<file path="config.mk">
export PLATFORM = sky130hd
export DESIGN_NAME = intc_core
export DESIGN_NICKNAME = d
export VERILOG_FILES = /design/src/rtl/intc_pkg.sv /design/src/rtl/intc_prio_pick.sv /design/src/rtl/intc_src_pend.sv /design/src/rtl/intc_cfg.sv /design/src/rtl/intc_int_pend.sv /design/src/rtl/intc_core.sv
export SDC_FILE = /design/constraint.sdc
export NUM_CORES = 1
export LEC_CHECK = 0
export CAP_MARGIN = 15
export CORE_UTILIZATION = 30
export CTS_CLUSTER_DIAMETER = 100
export DETAILED_ROUTE_END_ITERATION = 16
export DONT_BUFFER_PORTS = 1
export GPL_ROUTABILITY_DRIVEN = 0
export GPL_TIMING_DRIVEN = 0
export RECOVER_POWER = 25
export SYNTH_ARGS = -nofsm -noshare
export SYNTH_HDL_FRONTEND = slang
export SYNTH_SLANG_ARGS = --single-unit
</file>
<file path="constraint.sdc">
create_clock -name clk -period 3.9 [get_ports clk]
set_input_delay 0.39 -clock clk [delete_from_list [all_inputs] [get_ports clk]]
set_output_delay 0.39 -clock clk [all_outputs]
set_load 0.02 [all_outputs]
</file>
<file path="src/rtl/intc_pkg.sv">
package intc_pkg;
  localparam int ADDR_W = 3;

  typedef enum logic [ADDR_W-1:0] {
    REG_SRCP  = 3'd0,
    REG_MODE  = 3'd1,
    REG_MASK  = 3'd2,
    REG_INTP  = 3'd3,
    REG_INDEX = 3'd4
  } reg_addr_e;
endpackage

</file>
<file path="src/rtl/intc_prio_pick.sv">
// Fixed-priority picker: the lowest set index wins, and the result is one-hot or zero.
module intc_prio_pick #(
  parameter int N = 32
) (
  input  logic [N-1:0] req,
  output logic [N-1:0] grant
);
  logic found;

  always_comb begin
    grant = '0;
    found = 1'b0;
    for (int i = 0; i < N; i++) begin
      if (req[i] && !found) begin
        grant[i] = 1'b1;
        found    = 1'b1;
      end
    end
  end
endmodule

</file>
<file path="src/rtl/intc_src_pend.sv">
// First stage: latches source events, cleared by write-one-to-clear. An event beats a clear.
module intc_src_pend #(
  parameter int N = 32
) (
  input  logic         clk,
  input  logic         rst_n,
  input  logic [N-1:0] evt,
  input  logic         clr_en,
  input  logic [N-1:0] clr_bits,
  output logic [N-1:0] pend
);
  logic [N-1:0] pend_q;
  logic [N-1:0] pend_d;

  genvar gi;
  generate
    for (gi = 0; gi < N; gi++) begin : g_bit
      assign pend_d[gi] = (pend_q[gi] & ~(clr_en & clr_bits[gi])) | evt[gi];
    end
  endgenerate

  always_ff @(posedge clk or negedge rst_n) begin
    if (!rst_n) begin
      pend_q <= '0;
    end else begin
      pend_q <= pend_d;
    end
  end

  assign pend = pend_q;
endmodule

</file>
<file path="src/rtl/intc_cfg.sv">
// Fast-select and mask registers. Fast-select keeps only the lowest written bit.
module intc_cfg #(
  parameter int N = 32
) (
  input  logic         clk,
  input  logic         rst_n,
  input  logic         mode_we,
  input  logic         mask_we,
  input  logic [N-1:0] wdata,
  output logic [N-1:0] mode,
  output logic [N-1:0] mask
);
  logic [N-1:0] mode_q;
  logic [N-1:0] mask_q;
  logic [N-1:0] mode_d;

  intc_prio_pick #(.N(N)) u_mode_pick (
    .req   (wdata),
    .grant (mode_d)
  );

  always_ff @(posedge clk or negedge rst_n) begin
    if (!rst_n) begin
      mode_q <= '0;
    end else if (mode_we) begin
      mode_q <= mode_d;
    end
  end

  always_ff @(posedge clk or negedge rst_n) begin
    if (!rst_n) begin
      mask_q <= '1;
    end else if (mask_we) begin
      mask_q <= wdata;
    end
  end

  assign mode = mode_q;
  assign mask = mask_q;
endmodule

</file>
<file path="src/rtl/intc_int_pend.sv">
// Second stage: one-entry pending register, loaded only while empty, plus index encoder.
module intc_int_pend #(
  parameter int N     = 32,
  parameter int IDX_W = $clog2(N)
) (
  input  logic             clk,
  input  logic             rst_n,
  input  logic [N-1:0]     win,
  input  logic             clr_en,
  input  logic [N-1:0]     clr_bits,
  output logic [N-1:0]     pend,
  output logic [IDX_W-1:0] index
);
  logic [N-1:0]     pend_q;
  logic [N-1:0]     pend_d;
  logic             empty;
  logic             ld_en;
  logic [IDX_W-1:0] idx_c;

  assign empty = (pend_q == '0);
  assign ld_en = empty | clr_en;

  always_comb begin
    if (empty) begin
      pend_d = win;
    end else begin
      pend_d = pend_q & ~clr_bits;
    end
  end

  always_ff @(posedge clk or negedge rst_n) begin
    if (!rst_n) begin
      pend_q <= '0;
    end else if (ld_en) begin
      pend_q <= pend_d;
    end
  end

  always_comb begin
    idx_c = '0;
    for (int i = 0; i < N; i++) begin
      if (pend_q[i]) idx_c = idx_c | IDX_W'(i);
    end
  end

  assign pend  = pend_q;
  assign index = idx_c;
endmodule

</file>
<file path="src/rtl/intc_core.sv">
module intc_core #(
  parameter int NUM_SRC = 32
) (
  input  logic                        clk,
  input  logic                        rst_n,
  input  logic [NUM_SRC-1:0]          src_evt,
  input  logic                        reg_we,
  input  logic [intc_pkg::ADDR_W-1:0] reg_addr,
  input  logic [NUM_SRC-1:0]          reg_wdata,
  output logic [NUM_SRC-1:0]          reg_rdata,
  output logic                        fast_req,
  output logic                        norm_req
);
  import intc_pkg::*;

  localparam int IDX_W = $clog2(NUM_SRC);

  logic [1:0]         rst_sync_q;
  logic               rst_int_n;
  logic               we_srcp, we_mode, we_mask, we_intp;
  logic [NUM_SRC-1:0] src_pend;
  logic [NUM_SRC-1:0] mode;
  logic [NUM_SRC-1:0] mask;
  logic [NUM_SRC-1:0] cand;
  logic [NUM_SRC-1:0] win;
  logic [NUM_SRC-1:0] int_pend;
  logic [IDX_W-1:0]   index;

  always_ff @(posedge clk or negedge rst_n) begin
    if (!rst_n) begin
      rst_sync_q <= 2'b00;
    end else begin
      rst_sync_q <= {rst_sync_q[0], 1'b1};
    end
  end
  assign rst_int_n = rst_sync_q[1];

  assign we_srcp = reg_we && (reg_addr == REG_SRCP);
  assign we_mode = reg_we && (reg_addr == REG_MODE);
  assign we_mask = reg_we && (reg_addr == REG_MASK);
  assign we_intp = reg_we && (reg_addr == REG_INTP);

  intc_src_pend #(.N(NUM_SRC)) u_src_pend (
    .clk      (clk),
    .rst_n    (rst_int_n),
    .evt      (src_evt),
    .clr_en   (we_srcp),
    .clr_bits (reg_wdata),
    .pend     (src_pend)
  );

  intc_cfg #(.N(NUM_SRC)) u_cfg (
    .clk     (clk),
    .rst_n   (rst_int_n),
    .mode_we (we_mode),
    .mask_we (we_mask),
    .wdata   (reg_wdata),
    .mode    (mode),
    .mask    (mask)
  );

  assign cand = src_pend & ~mode & ~mask;

  intc_prio_pick #(.N(NUM_SRC)) u_arb (
    .req   (cand),
    .grant (win)
  );

  intc_int_pend #(.N(NUM_SRC), .IDX_W(IDX_W)) u_int_pend (
    .clk      (clk),
    .rst_n    (rst_int_n),
    .win      (win),
    .clr_en   (we_intp),
    .clr_bits (reg_wdata),
    .pend     (int_pend),
    .index    (index)
  );

  assign fast_req = |(src_pend & mode);
  assign norm_req = |int_pend;

  always_comb begin
    case (reg_addr)
      REG_SRCP:  reg_rdata = src_pend;
      REG_MODE:  reg_rdata = mode;
      REG_MASK:  reg_rdata = mask;
      REG_INTP:  reg_rdata = int_pend;
      REG_INDEX: reg_rdata = NUM_SRC'(index);
      default:   reg_rdata = '0;
    endcase
  end
endmodule

</file>
==> metrics.txt <==
status finished, violations left; failing checks capacitance limit, slew limit; Final Util 0.352; Vias 5801; Setup CP Type primary input to output pin; Syn Area/Cell 9.49 um^2; die width 151 um; sequential element share of the synthesized area 0.497; Peak Freq 0.344 GHz; startpoint class of the critical path primary input; fin crit share 0.746; global route overflow 0; Worst Skew 0.0125 ns; Final Hold Vio Count 0; RSZ-0062 raised after global routing no; Post-Syn Nets 768; Core ar. 0.0218 mm^2; most common cell after layout, fill and taps aside nand2_1; CTS Sinks 130; CTS buffer count 17; Setup violations, final 0; CTS tree done; WP data arrival 2.52 ns; I/O pins 104; total wire length 23.1 mm; number of synthesized flops with an enable pin 0; Primary FF master, synth dfrtp_1; Layout Nets 789; CP max FO 10; Min-Delay Startpoint src_evt[4]; CP most frequent cell clkbuf_1; drt wl/cell 22.9 um; CP Capture Type output pin; share of cells above drive strength 1 0.152; Pre-antenna DRT Iters 6; setup ws final 0.989 ns; FF+latch count, synth 130; Pleak 0.00296 uW; die area 0.0227 mm^2; Area Overhead vs Synth 15.5%; clk root buf clkbuf_16; Hold Buf Count CTS 1; Final Max Tran Viols 65; Critical Path RT 3.51 ns; MaxCap Viol Count 1; Antenna Cells 0; PwrDens 518 mW/mm^2; Vias/cell 5.73; worst reg2reg startpoint u_int_pend.pend[26]; most frequent cells in the layout nand2_1, dfrtp_1, a22oi_1; CP Cell Sequence clkbuf_1 -> nor3b_1 -> clkbuf_1 -> a22oi_1 -> a31oi_1; IO Port Bufs 0; largest net degree at the start of global routing 66; worst slew pin tran 2.75 ns; Post-Syn Area 0.00663 mm^2; number of nets still failing antenna checks after routing 0; Tmin final 2.91 ns; overall global routing resource usage 0.214; Hold Path Class primary input to flip-flop; Die Height 151 um; Ys Warns 0; Skew-Pair Late Insertion Delay 0.43 ns; CP peak stage delay 0.64 ns; Max IR drop VDD 185 uV; layout filler cell count 2229; Worst setup startpoint reg_addr[2]; Post-synth ARST share 1.00; initial core utilization 0.305; Setup TNS Final 0 ns; H-tree Lvls 4; Crit-path slowest cell nor3b_1; Relative slew margins -0.835; Design Power 3960 uW; Reg clk slew, reported paths 0.07 ns; Longest Clk Path Bufs 2; DP Wirelength 17.2 mm; # DRC 0; postcts setup bufs 0; Iteration-0 DRC Markers 596; post-place setup slack 1.05 ns; Synth Instances 698; antenna violations before repair 0; CTS resizes 0; vias in the first global route 5751; post-synth cell types 44; # rows 54; first-pass GRT wire length 35.4 mm
[routing by layer]
layer / routed length, um / GRT usage
met1: 9630 / 0.281
met2: 10700 / 0.332
met3: 2370 / 0.0636
met4: 406 / 0.0725
met5: 0 / 0
[report_power, final]
| group | switching [uW] | internal [uW] |
|---|---|---|
| Combinational | 308 | 205 |
| Sequential | 170 | 1540 |
| Clock | 635 | 1110 |
[cell type report]
class | count | area (um^2) | area share
plain buffers | 29 | 120 | 0.0157
clock buffers | 20 | 457 | 0.0597
clock inverters | 12 | 180 | 0.0236
inverters | 9 | 33.8 | 0.00442
multi-input cells | 530 | 3180 | 0.415
flip-flops and latches | 130 | 3290 | 0.430
well taps | 280 | 350 | 0.0458
repair buffers | 2 | 37.5 | 0.00491
[registers in the layout, indices dropped and copies added, names as in the netlist]
| register | count |
|---|---|
| rst_sync_q | 2 |
| u_cfg.mode | 32 |
| u_cfg.mask | 32 |
| u_int_pend.pend | 32 |
| u_src_pend.pend | 32 |
[per-stage QoR]
| stage | cell area, um^2 | std cells | hold slack [ns] |
|---|---|---|---|
| CTS | 7650 | 1012 | 0.0260 |
| global route | 7650 | 1012 | 0.0288 |
| finish | 7650 | 1012 | 0.0438 |
| global placement | 6980 | 978 | 0.0945 |
| detailed placement | 7010 | 979 | 0.0945 |
| floorplan | 6630 | 698 | 0.0944 |
[logic make-up after synthesis]
family	count (synthesis)	share of synthesized area
buffers and inverters	38	0.0232
multiplexers	33	0.0561
other	1	0.000566
flip-flops	130	0.497
AND/OR/NAND/NOR	311	0.226
AO/OA/AOI/OAI	185	0.197
[synth_stat cells, types with 3 or more instances]
cell | count | share of area
or3_1 | 4 | 0.0038
a32o_1 | 4 | 0.0060
dfstp_2 | 32 | 0.13
a22o_1 | 12 | 0.016
buf_2 | 3 | 0.0023
nand3_1 | 14 | 0.011
nand4_1 | 9 | 0.0085
o21ai_0 | 44 | 0.033
o31ai_1 | 4 | 0.0045
clkbuf_1 | 25 | 0.014
a31oi_1 | 3 | 0.0028
nand3b_1 | 8 | 0.0091
nor2_1 | 29 | 0.016
nor4_1 | 15 | 0.014
nand4b_1 | 3 | 0.0040
mux2_2 | 33 | 0.056
a21o_1 | 32 | 0.036
dfrtp_1 | 98 | 0.37
nor3b_1 | 20 | 0.023
inv_1 | 9 | 0.0051
nand2_1 | 181 | 0.10
nor2b_1 | 3 | 0.0028
nor3_1 | 6 | 0.0045
a22oi_1 | 76 | 0.086
a21oi_1 | 5 | 0.0038
[worst max-delay path, delay by kind of cell]
| kind | cells | cell delay [ns] |
|---|---|---|
| compound gates | 2 | 0.75 |
| buf+inv | 2 | 0.74 |
| simple gates | 1 | 0.64 |
[final timing paths]
check,to,slack [ns],cells past startpoint
hold reg to reg,rst_sync_q[1],0.35,0
max in group asynchronous,u_int_pend.pend[24],1.13,0
min in group asynchronous,rst_sync_q[1],0.19,1
hold / removal,u_src_pend.pend[4],0.04,1
setup reg to reg,u_int_pend.pend[27],1.08,7
setup / recovery,reg_rdata[4],0.99,5
Note: power is estimated with default switching activity, not from simulation.
